<file path="src/rtl/wdog_pkg.sv">
package wdog_pkg;
  localparam int ADDR_W = 6;

  localparam logic [ADDR_W-1:0] ADDR_CNT_LO = 6'h10;
  localparam logic [ADDR_W-1:0] ADDR_CNT_HI = 6'h14;
  localparam logic [ADDR_W-1:0] ADDR_PRD_LO = 6'h18;
  localparam logic [ADDR_W-1:0] ADDR_PRD_HI = 6'h1C;
  localparam logic [ADDR_W-1:0] ADDR_MODE   = 6'h24;
  localparam logic [ADDR_W-1:0] ADDR_WDCR   = 6'h28;

  localparam int MODE_LSB = 2;
  localparam logic [1:0] MODE_WDOG = 2'd2;
  localparam int EN_BIT  = 14;
  localparam int KEY_LSB = 16;
  localparam int KEY_W   = 16;

  localparam logic [KEY_W-1:0] KEY_FIRST  = 16'hA5C6;
  localparam logic [KEY_W-1:0] KEY_SECOND = 16'hDA7E;

  typedef enum logic [1:0] {
    ST_IDLE    = 2'd0,
    ST_PRE     = 2'd1,
    ST_ACT     = 2'd2,
    ST_ACT_ARM = 2'd3
  } wd_state_e;
endpackage

</file>
<file path="src/rtl/wdog_key_fsm.sv">
module wdog_key_fsm
  import wdog_pkg::*;
(
  input  logic             clk_i,
  input  logic             rst_ni,
  input  logic             key_wr_i,
  input  logic [KEY_W-1:0] key_i,
  input  logic             timeout_i,
  output wd_state_e        state_o,
  output logic             active_o,
  output logic             service_o,
  output logic             fire_o,
  output logic             rst_req_o
);
  wd_state_e state_q, state_d;
  logic      req_q;

  always_comb begin
    state_d   = state_q;
    fire_o    = 1'b0;
    service_o = 1'b0;
    unique case (state_q)
      ST_IDLE: if (key_wr_i && key_i == KEY_FIRST)  state_d = ST_PRE;
      ST_PRE:  if (key_wr_i && key_i == KEY_SECOND) state_d = ST_ACT;
      ST_ACT: begin
        if (timeout_i) fire_o = 1'b1;
        else if (key_wr_i) begin
          if (key_i == KEY_FIRST)        state_d = ST_ACT_ARM;
          else if (key_i != KEY_SECOND)  fire_o  = 1'b1;
        end
      end
      ST_ACT_ARM: begin
        if (timeout_i) fire_o = 1'b1;
        else if (key_wr_i) begin
          if (key_i == KEY_SECOND) begin
            service_o = 1'b1;
            state_d   = ST_ACT;
          end else if (key_i != KEY_FIRST) fire_o = 1'b1;
        end
      end
      default: state_d = ST_IDLE;
    endcase
    if (fire_o) state_d = ST_IDLE;
  end

  always_ff @(posedge clk_i or negedge rst_ni) begin
    if (!rst_ni) begin
      state_q <= ST_IDLE;
      req_q   <= 1'b0;
    end else begin
      state_q <= state_d;
      req_q   <= fire_o;
    end
  end

  assign state_o   = state_q;
  assign active_o  = (state_q == ST_ACT) || (state_q == ST_ACT_ARM);
  assign rst_req_o = req_q;


  req_pulse_chk: assert property (@(posedge clk_i) disable iff (!rst_ni)
    req_q |=> !req_q);

  req_idle_chk: assert property (@(posedge clk_i) disable iff (!rst_ni)
    req_q |-> state_q == ST_IDLE);

  req_src_chk: assert property (@(posedge clk_i) disable iff (!rst_ni)
    req_q |-> ($past(state_q) == ST_ACT || $past(state_q) == ST_ACT_ARM));

  pre_entry_chk: assert property (@(posedge clk_i) disable iff (!rst_ni)
    state_q == ST_ACT |-> $past(state_q) != ST_IDLE);
endmodule

</file>
<file path="src/rtl/wdog_counter.sv">
module wdog_counter #(
  parameter int HALF_W = 32
) (
  input  logic                clk_i,
  input  logic                rst_ni,
  input  logic                active_i,
  input  logic                clear_i,
  input  logic [1:0]          cnt_wr_i,
  input  logic [1:0]          prd_wr_i,
  input  logic [HALF_W-1:0]   wdata_i,
  output logic [2*HALF_W-1:0] cnt_o,
  output logic [2*HALF_W-1:0] prd_o,
  output logic                timeout_o
);
  localparam int CNT_W = 2 * HALF_W;

  logic [CNT_W-1:0] cnt_q, prd_q;

  always_ff @(posedge clk_i or negedge rst_ni) begin
    if (!rst_ni) begin
      cnt_q <= '0;
    end else if (clear_i) begin
      cnt_q <= '0;
    end else if (active_i) begin
      cnt_q <= cnt_q + CNT_W'(1);
    end else begin
      for (int h = 0; h < 2; h++)
        if (cnt_wr_i[h]) cnt_q[h*HALF_W +: HALF_W] <= wdata_i;
    end
  end

  always_ff @(posedge clk_i or negedge rst_ni) begin
    if (!rst_ni) begin
      prd_q <= '0;
    end else begin
      for (int h = 0; h < 2; h++)
        if (prd_wr_i[h]) prd_q[h*HALF_W +: HALF_W] <= wdata_i;
    end
  end

  assign cnt_o     = cnt_q;
  assign prd_o     = prd_q;
  assign timeout_o = active_i && (cnt_q == prd_q);


  cnt_inc_chk: assert property (@(posedge clk_i) disable iff (!rst_ni)
    (active_i && !clear_i) |=> cnt_q == $past(cnt_q) + CNT_W'(1));

  cnt_hold_chk: assert property (@(posedge clk_i) disable iff (!rst_ni)
    (!active_i && cnt_wr_i == 2'b00) |=> $stable(cnt_q));
endmodule

</file>
<file path="src/rtl/wdog_ctrl.sv">
module wdog_ctrl
  import wdog_pkg::*;
#(
  parameter int DATA_W = 32
) (
  input  logic              clk_i,
  input  logic              rst_ni,
  input  logic              wr_en_i,
  input  logic [ADDR_W-1:0] addr_i,
  input  logic [DATA_W-1:0] wdata_i,
  output logic [DATA_W-1:0] rdata_o,
  output logic              rst_req_o
);
  localparam int CNT_W = 2 * DATA_W;

  logic [1:0]       mode_q;
  logic             en_q;
  wd_state_e        state;
  logic             active, service, fire, timeout, key_wr, wdog_mode;
  logic [1:0]       cnt_wr, prd_wr;
  logic [CNT_W-1:0] cnt, prd;

  assign wdog_mode = (mode_q == MODE_WDOG);
  assign key_wr    = wr_en_i && addr_i == ADDR_WDCR && wdog_mode
                     && (en_q || wdata_i[EN_BIT]);
  assign cnt_wr    = {2{wr_en_i && !active}} &
                     {addr_i == ADDR_CNT_HI, addr_i == ADDR_CNT_LO};
  assign prd_wr    = {2{wr_en_i && !active}} &
                     {addr_i == ADDR_PRD_HI, addr_i == ADDR_PRD_LO};

  always_ff @(posedge clk_i or negedge rst_ni) begin
    if (!rst_ni) begin
      mode_q <= '0;
      en_q   <= 1'b0;
    end else begin
      if (wr_en_i && addr_i == ADDR_MODE && !en_q)
        mode_q <= wdata_i[MODE_LSB +: 2];
      if (fire)
        en_q <= 1'b0;
      else if (wr_en_i && addr_i == ADDR_WDCR && wdog_mode && wdata_i[EN_BIT])
        en_q <= 1'b1;
    end
  end

  wdog_key_fsm u_fsm (
    .clk_i     (clk_i),
    .rst_ni    (rst_ni),
    .key_wr_i  (key_wr),
    .key_i     (wdata_i[KEY_LSB +: KEY_W]),
    .timeout_i (timeout),
    .state_o   (state),
    .active_o  (active),
    .service_o (service),
    .fire_o    (fire),
    .rst_req_o (rst_req_o)
  );

  wdog_counter #(.HALF_W(DATA_W)) u_cnt (
    .clk_i     (clk_i),
    .rst_ni    (rst_ni),
    .active_i  (active),
    .clear_i   (service),
    .cnt_wr_i  (cnt_wr),
    .prd_wr_i  (prd_wr),
    .wdata_i   (wdata_i),
    .cnt_o     (cnt),
    .prd_o     (prd),
    .timeout_o (timeout)
  );

  always_comb begin
    rdata_o = '0;
    unique case (addr_i)
      ADDR_CNT_LO: rdata_o = cnt[DATA_W-1:0];
      ADDR_CNT_HI: rdata_o = cnt[CNT_W-1:DATA_W];
      ADDR_PRD_LO: rdata_o = prd[DATA_W-1:0];
      ADDR_PRD_HI: rdata_o = prd[CNT_W-1:DATA_W];
      ADDR_MODE:   rdata_o[MODE_LSB +: 2] = mode_q;
      ADDR_WDCR: begin
        rdata_o[EN_BIT] = en_q;
        rdata_o[1:0]    = state;
      end
      default: rdata_o = '0;
    endcase
  end


  en_sticky_chk: assert property (@(posedge clk_i) disable iff (!rst_ni)
    (en_q && !fire) |=> en_q);

  mode_lock_chk: assert property (@(posedge clk_i) disable iff (!rst_ni)
    en_q |=> $stable(mode_q));

  en_clear_chk: assert property (@(posedge clk_i) disable iff (!rst_ni)
    rst_req_o |-> !en_q);
endmodule

</file>
<file path="config.mk">
export PLATFORM = sky130hd
export DESIGN_NAME = wdog_ctrl
export DESIGN_NICKNAME = d
export VERILOG_FILES = /design/src/rtl/wdog_pkg.sv /design/src/rtl/wdog_key_fsm.sv /design/src/rtl/wdog_counter.sv /design/src/rtl/wdog_ctrl.sv
export SDC_FILE = /design/constraint.sdc
export NUM_CORES = 1
export LEC_CHECK = 0
export ABC_AREA = 1
export ABC_CLOCK_PERIOD_IN_PS = 2600
export BUFFER_PORTS_ARGS = -buffer_cell sky130_fd_sc_hd__buf_4
export CAP_MARGIN = 20
export CORE_MARGIN = 2
export CORE_UTILIZATION = 50
export CTS_CLUSTER_DIAMETER = 200
export DETAILED_ROUTE_END_ITERATION = 12
export GPL_TIMING_DRIVEN = 0
export HOLD_SLACK_MARGIN = 0.08
export PLACE_DENSITY = 0.68
export SLEW_MARGIN = 10
export SYNTH_ARGS = -nofsm -noshare
export SYNTH_HDL_FRONTEND = slang
export SYNTH_SLANG_ARGS = --single-unit
</file>
<file path="constraint.sdc">
create_clock -name clk_i -period 2.6 [get_ports clk_i]
set_input_delay 0.39 -clock clk_i [delete_from_list [all_inputs] [get_ports clk_i]]
set_output_delay 0.39 -clock clk_i [all_outputs]
set_load 0.1 [all_outputs]
</file>
# Word level (Yosys, flattened, before mapping)
# Index checks and enable logic that the tools add are counted.
[totals]
ff_bits = 134
inputBits = 41
[op_classes]
n_addsub = 1
eq_ne = 23
n_mux = 34
n_bitwise = 2
reduce_logical = 19
[op_table]
columns = ["cell", "count"]
rows = [
  ["64-bit two-way mux", 2],
  ["17-bit case mux with 4 select lines", 1],
  ["64-bit by 1-bit adder with 64-bit output (second input constant)", 1],
  ["64-bit equality test", 1],
  ["32-bit two-way mux", 2],
  ["10-bit case mux with 4 select lines", 1],
  ["16-bit equality test (second input constant)", 2],
  ["16-bit != test (second input constant)", 2],
  ["6-bit by 5-bit equality test with 1-bit output (second input constant)", 4],
  ["2-bit case mux with 5 select lines", 2],
  ["2-bit two-way mux", 9],
  ["3-bit by 1-bit != test with 1-bit output (second input constant)", 6],
  ["1-bit two-way mux", 14],
  ["6-bit equality test (second input constant)", 2],
  ["1-bit logical AND", 10],
  ["2-bit case mux with 4 select lines", 1],
  ["8-bit AND reduction", 1],
  ["2-bit equality test (second input constant)", 3],
  ["3-bit by 2-bit != test with 1-bit output (second input constant)", 2],
  ["3-bit nonzero test", 2],
  ["1-bit case mux with 5 select lines", 1],
  ["2-bit AND", 2],
  ["2-bit by 1-bit equality test with 1-bit output (second input constant)", 1],
  ["1-bit zero test", 2],
  ["4 further kinds", 5],
]

# Logic depth before layout (Yosys ltp)
# Gate-level depths: netlist of the first run.
[depth]
depth_word = 9
mapped_depth = 16
mapped_depth_nobuf = 15

# Hierarchy
# From an unflattened synthesis of the first run, not the netlist that was laid out.
[unflattened]
cells_unflattened = 1699
hier_area_um2 = 10339.9
[by_module_without_submodules]
columns = ["module", "instances", "cells_each", "area_per_inst_um2", "seq_area_each_um2"]
rows = [
  ["wdog_counter", 1, 1280, 8373.0, 3203.1],
  ["wdog_ctrl", 1, 349, 1599.0, 75.1],
  ["wdog_key_fsm", 1, 70, 367.9, 75.1],
]

# Worst setup path after synthesis of the first run
# Ideal clock, no wire load.
[synth_path]
path_kind = "input -> output"
startpoint = "in addr_i[4]"
endpoint = "out rdata_o[2]"
arrival_time_ns = 3.330
setup_slack_ns = -1.120
path_stages = 7
path_buffers = 1
path_cell_list = "inv_1 -> nor2_1 -> inv_1 -> nor4_1 -> inv_1 -> clkbuf_1 -> o21ai_0"
[synth_between]
elab_chain_cells = 2
word_cells_on_any_way = 6
[synth_rtl]
columns = ["element", "line", "source"]
rows = [
  ["from (decl)", "wdog_ctrl.sv:9", "input logic [ADDR_W-1:0] addr_i,"],
  ["6-bit equality test or 6-bit by 5-bit equality test with 1-bit output (tied branches)", "wdog_ctrl.sv:73", "unique case (addr_i)"],
  ["2-bit case mux with 5 select lines *", "wdog_ctrl.sv:73", ""],
  ["to (decl)", "wdog_ctrl.sv:11", "output logic [DATA_W-1:0] rdata_o,"],
]
# Every way passes the cells marked *; elsewhere a longest branch is shown, timed or not.

# Worst setup path in the final report of the first run
[layout_path]
startpoint = "reg u_cnt.cnt_q[38] (netlist: u_cnt.cnt_o[38])"
endpoint = "reg u_cnt.cnt_q[21] (netlist: u_cnt.cnt_o[21])"
[layout_between]
elab_chain_cells = 5
word_cells_on_any_way = 6
[layout_rtl]
columns = ["element", "line", "source"]
rows = [
  ["from (decl)", "wdog_counter.sv:17", "logic [CNT_W-1:0] cnt_q, prd_q;"],
  ["from (signal assigned)", "wdog_counter.sv:25", "cnt_q <= cnt_q + CNT_W'(1);"],
  ["from (signal, indexed assignment)", "wdog_counter.sv:28", "if (cnt_wr_i[h]) cnt_q[h*HALF_W +: HALF_W] <= wdata_i;"],
  ["64-bit equality test *", "wdog_counter.sv:43", "assign timeout_o = active_i && (cnt_q == prd_q);"],
  ["1-bit logical AND *", "wdog_counter.sv:43", ""],
  ["1-bit two-way mux *", "wdog_key_fsm.sv:33", "if (timeout_i) fire_o = 1'b1;"],
  ["1-bit two-way mux *", "wdog_key_fsm.sv:22", "unique case (state_q)"],
  ["3-bit nonzero test (no line) or 64-bit two-way mux (tied branches)", "n/a", ""],
]
# Marked as above.
# A chain may end at the register's enable or synchronous reset.

==> flow_summary.toml, run 1 <==
[sta]
tns_ns = -0.740
report.final.hold_viol_count = 0
fmax_ghz = 0.373
whs_ns = 0.163
clock_skew_ns = 0.0227
period_share = 1.03
tightest_slew_ns = 1.11
period_needed_ns = 2.68
fin_ws_ns = -0.0843
setup_violations = 24
timing.slew.headroom = 0.261
slew_violations = 0

[pwr]
pwr-share-comb = 0.294
p_total_w = 0.00743
vdd_drop_max_v = 0.000424
p_clk_frac = 0.334
p_switching_w = 0.00309
intPower_w = 0.00434
p_leak_nw = 5.59
swShare = 0.416
power_density_mw_per_mm2 = 606
p_seq_frac = 0.373

[synth]
yosys-top-cells-area = "dfrtp_1, nand2_1, nor2_1"
synth_nets = 1717
yosysSeqAreaShare = 0.323
synth_edf_count = 0
synth_common_cells = "nand2_1, nor2_1, inv_1"
synthArstFlopShare = 1.00
ys_warn_count = 0
yosys.area.top_type_share = 0.323
synth_area_per_cell_um2 = 6.19
synth.most_common_cell = "nand2_1"
netlist_instances = 1675
synth_area_leader_cell = "dfrtp_1"
syn_area_mm2 = 0.0104
synth-main-ff-cell = "dfrtp_1"
ys_ff_latch = 134
yosysUniqueCellTypes = 47

[critical_path]
start_kind = "flip-flop"
reg2reg_depth = 9
path_class = "reg2reg"
slowest_stage = "dfrtp_1"
critPathTopFamily = "simple AND/OR/NAND/NOR gates"
crit_required_ns = 2.98
arrival_ns = 3.06
crit_cells = 9
worstPathCellList = "xnor2_2 > nand4_1 > nor2_1 > nand2_1 > nor2_1 > nand3_1 > nand3_2 > nand3_1 > nand2_1"
crit_buf_inv = 0
endpoint_kind = "flip-flop"
slowest_delay_ns = 0.52
critical_path.max_fanout = 10

[drt]
dr.pass1.iters = 6
ant_nets = 0
num_vias = 13000
wl_um = 55500
wl_per_cell_um = 26.9
drc = 0
via_per_inst = 6.32
drtIter0Drc = 2178

[clock_tree]
clock_sinks = 134
cts_root_buf = "clkbuf_16"
clk_latency_ns = 0.46
clock_path_buffers = 2
cts-buffers-inserted = 17
htree_num_levels = 4
clk_pin_slew_ns = 0.07
cts_tree = "built"

[floorplan]
core_area_mm2 = 0.0203
initial_utilization = 0.511
rows = 52
die_h_um = 148
die_area_mm2 = 0.0219
die_w_um = 148
io_pins = 74

[layout]
seqCellArea_mm2 = 0.00336
syn2layout_area_growth_pct = 18.2
drive_gt1_frac = 0.137
multi_input_area_mm2 = 0.00617
layout.nets = 1821
n_fill_cell = 2037

[global_routing]
grt_pass1_vias = 12000
grt_max_degree = 69
grt_pass1_wl_um = 77700
grt.overflow.total = 0
grt_use_total = 0.502
antenna_found_initial = 1

[hold_path]
holdPathStages = 3
holdCritPathClass = "in2reg"

[job]
maxCapViolCount = 0

[placed_design]
gp_congestion = 1.11
hpwl_um = 43100
pre_cts_ws_ns = -0.781
port_buffers = 73

[outcome]
violations = "negative setup slack"
outcome = "finished with violations"
## logic make-up (layout without fill, tap and decap cells)
family / after synthesis / count (layout) / synth area share
xor+xnor: 45 / 45 / 0.0380
compound gates: 255 / 255 / 0.134
simple gates: 969 / 970 / 0.401
flops: 134 / 134 / 0.323
other cells: 0 / 2 / 0
fa+ha+maj: 1 / 1 / 0.00121
buf+inv: 271 / 386 / 0.103
## stage by stage
step | area (µm²) | std cells | util
finish | 12300 | 2063 | 0.604
global placement | 11300 | 2018 | 0.559
detailed placement | 11400 | 2019 | 0.560
floorplan | 10500 | 1675 | -
global route | 12200 | 2061 | 0.603
CTS | 12000 | 2053 | 0.592
## flip-flops by register name (all words and copies together) (netlist names)
| name | flops |
|---|---|
| u_cnt.cnt_o | 64 |
| mode_q | 2 |
| en_q | 1 |
| u_fsm.state_o | 2 |
| u_fsm.rst_req_o | 1 |
| u_cnt.prd_o | 64 |
## per-layer routing
layer | part of all wire | track usage | wire [µm]
met5 | 0.0017 | 0 | 95
met4 | 0.072 | 0.285 | 4030
met3 | 0.17 | 0.220 | 9290
met2 | 0.40 | 0.700 | 22100
met1 | 0.36 | 0.645 | 20000
## timing repair
item / 4_1_cts / 5_1_grt
endpoints found under the setup margin: 95 / 85
gates resized for setup: 25 / 53
buffers inserted: 2 / 7
endpoints found under the hold margin: 67 / 0
cloned: 0 / 1
hold buffers: 1 / 0
pin swaps: 1 / 3
## worst paths after layout
kind                                             startpoint                           to  slack [ns]
worst max-delay path            u_cnt.cnt_o[38]$_DFFE_PN0P_  u_cnt.cnt_o[21]$_DFFE_PN0P_       -0.08
worst min-delay path                             wdata_i[3]        mode_q[1]$_DFFE_PN0P_        0.16
worst max register to register  u_cnt.cnt_o[38]$_DFFE_PN0P_  u_cnt.cnt_o[21]$_DFFE_PN0P_       -0.08
worst min register to register   u_cnt.prd_o[8]$_DFFE_PN0P_   u_cnt.prd_o[8]$_DFFE_PN0P_        0.52
max in group asynchronous                            rst_ni  u_cnt.cnt_o[26]$_DFFE_PN0P_        1.25
min in group asynchronous                            rst_ni  u_cnt.prd_o[41]$_DFFE_PN0P_        0.50
## layout by cell type, fill, tap and decap left out, types with 4 or more instances in the layout
cell and count:
clkbuf_1 21, dfrtp_1 128, o21ai_1 32, nor3_2 4
o22ai_1 34, a21oi_1 41, buf_4 72, clkbuf_16 17
dfrtp_2 6, a221oi_1 6, nand2_2 9, o21ai_0 106
nor2_2 13, and2_1 6, clkbuf_2 6, buf_2 12
clkbuf_4 7, inv_6 6, nor4_1 6, buf_6 15
nand4_1 67, xor2_1 37, inv_2 18, nor2_1 214
nand2_1 517, inv_1 195, nand3_2 6, xnor2_2 5
nand3_1 66, o21ai_2 22, nor3_1 48
## tightest hold or removal path: cells and delay by family
| family | cells | cell delay, ns |
|---|---|---|
| buffers and inverters | 1 | 0.09 |
| and+or+nand+nor | 1 | 0.04 |
| AOI/OAI and AO/OA | 1 | 0.06 |
## power by group through the flow
stage,logic [W],clock network [W],registers (W)
after floorplan,0.00131,0,0.00262
after global placement,0.00197,0,0.00275
after detailed placement,0.00201,0,0.00276
after CTS,0.00202,0.00244,0.00272
after global routing,0.00234,0.00251,0.00277
final,0.00218,0.00248,0.00277
## final cells by class
class,count,share of cell area
Multi-Input combinational cell,1271,0.503
Sequential cell,134,0.274
Inverter,216,0.0667
Timing Repair Buffer,84,0.0576
Clock buffer,17,0.0347
Tap cell,270,0.0276
Buffer,55,0.0240
Clock inverter,14,0.0113
Antenna cell,2,0.000408
(Power assumes the default switching activity.)
==> run 2, diff against run 1 <==
==> constraint.sdc (replaced) <==
create_clock -name clk_i -period 2.6 [get_ports clk_i]
set_input_delay 0.52 -clock clk_i [delete_from_list [all_inputs] [get_ports clk_i]]
set_output_delay 0.52 -clock clk_i [all_outputs]
set_load 0.1 [all_outputs]
==> flow_summary.toml, run 2 (synthesis gave the netlist of run 1 again) <==
[outcome]
outcome = "finished with violations"
violations = "negative setup slack"

[job]
maxCapViolCount = 0

[global_routing]
grt_pass1_vias = 12400
antenna_found_initial = 0
grt.overflow.total = 0
grt_use_total = 0.511
grt_max_degree = 75
grt_pass1_wl_um = 79500

[clock_tree]
cts_root_buf = "clkbuf_16"
clock_path_buffers = 2
clk_latency_ns = 0.45
cts-buffers-inserted = 17
hold_buffers = 0
cts_tree = "built"
clock_sinks = 134
clk_pin_slew_ns = 0.07
htree_num_levels = 4

[placed_design]
port_buffers = 73
pre_cts_ws_ns = -0.823
hpwl_um = 43100
post_dp_cell_area_mm2 = 0.0115
gp_congestion = 1.11

[floorplan]
core_area_mm2 = 0.0203
die_area_mm2 = 0.0219
die_w_um = 148
rows = 52
io_pins = 74
initial_utilization = 0.511
die_h_um = 148

[pwr]
power_density_mw_per_mm2 = 587
vdd_drop_max_v = 0.000362
intPower_w = 0.00437
p_switching_w = 0.00316
p_seq_frac = 0.370
p_clk_frac = 0.332
pwr-share-comb = 0.298
p_total_w = 0.00752
p_leak_nw = 5.73
swShare = 0.420

[critical_path]
start_kind = "input port"
slowest_delay_ns = 0.23
worstPathCellList = "buf_4 > inv_1 > nor2_4 > inv_2 > nor4_4 > buf_4 > inv_4 > buf_12 > o22ai_2 > a21oi_2 > o221ai_4 > buf_12"
critical_path.max_fanout = 10
path_class = "in2out"
endpoint_kind = "output port"
slowest_stage = "a21oi_2"
critPathTopFamily = "buffers and inverters"
arrival_ns = 2.11
crit_buf_inv = 7
crit_required_ns = 2.08
crit_cells = 12
reg2reg_depth = 12

[sta]
whs_ns = 0.0763
report.final.hold_viol_count = 0
fmax_ghz = 0.381
period_share = 1.01
slew_violations = 0
tightest_slew_ns = 1.14
clock_skew_ns = 0.0176
fin_ws_ns = -0.0280
timing.slew.headroom = 0.238
period_needed_ns = 2.63
setup_violations = 1

[drt]
dr.pass1.iters = 6
dr_wl_met3_um = 9720
wl_met2_um = 22600
via_per_inst = 6.44
wl_met1_um = 19600
ant_nets = 0
drc = 0
wl_per_cell_um = 27.4
drtIter0Drc = 2367
num_vias = 13300
routed.top_layer = "met5"
wl_um = 56500

[layout]
layout_commonest_cell = "nand2_1"
drive_gt1_frac = 0.156
layout_common_cells = "nand2_1, nor2_1, inv_1"
layout.nets = 1826
diodes = 0
fin_area_mm2 = 0.0128
syn2layout_area_growth_pct = 23.6
fin_util = 0.631

[hold_path]
holdCritPathClass = "in2async"
==> run 2: path summary, 6_finish.rpt <==
check	from	to	slack, ns
max	addr_i[4]	rdata_o[3]	-0.03
min	rst_ni	u_cnt.prd_o[43]$_DFFE_PN0P_	0.08
max reg2reg	u_cnt.cnt_o[23]$_DFFE_PN0P_	u_cnt.cnt_o[15]$_DFFE_PN0P_	0.01
min reg2reg	u_cnt.prd_o[43]$_DFFE_PN0P_	u_cnt.prd_o[43]$_DFFE_PN0P_	0.49
max in group asynchronous	rst_ni	u_cnt.cnt_o[26]$_DFFE_PN0P_	1.69
min in group clk_i	wdata_i[6]	u_cnt.prd_o[38]$_DFFE_PN0P_	0.34
==> run 2: repair_timing <==
action	CTS	global route
cloned	0	1
setup buffers	6	9
endpoints found under the hold margin	0	0
pin swaps	4	6
gates resized for setup	112	65
endpoints found under the setup margin	101	100
==> run 2: layout make-up <==
type | count | area, µm²
buffer | 55 | 354
timing repair buffer | 90 | 980
inverter | 216 | 828
clock buffer | 17 | 425
tap | 270 | 338
sequential | 134 | 3360
clock inverter | 14 | 143
multi-input combinational | 1270 | 6380
fill | 1946 | 7480
==> run 2: layer usage <==
metal / vias up / track usage
met2: 1256 / 0.723
li1: 5636 / -
met1: 6086 / 0.649
met3: 318 / 0.234
met4: 2 / 0.280
met5: - / 0
==> run 2: power by group through the flow <==
stage	Clock [W]	Sequential (W)	Combinational [W]
global placement	0	0.00276	0.00199
finish	0.00250	0.00278	0.00224
CTS	0.00245	0.00273	0.00206
floorplan	0	0.00262	0.00133
global route	0.00254	0.00279	0.00238
detailed placement	0	0.00277	0.00202
==> run 2: through the flow <==
step	TNS, ns	cells
global route	-0.494	2066
finish	-0.0280	2066
floorplan	-4.79	1675
detailed placement	-54.48	2019
global placement	-52.76	2018
CTS	-0.00602	2056
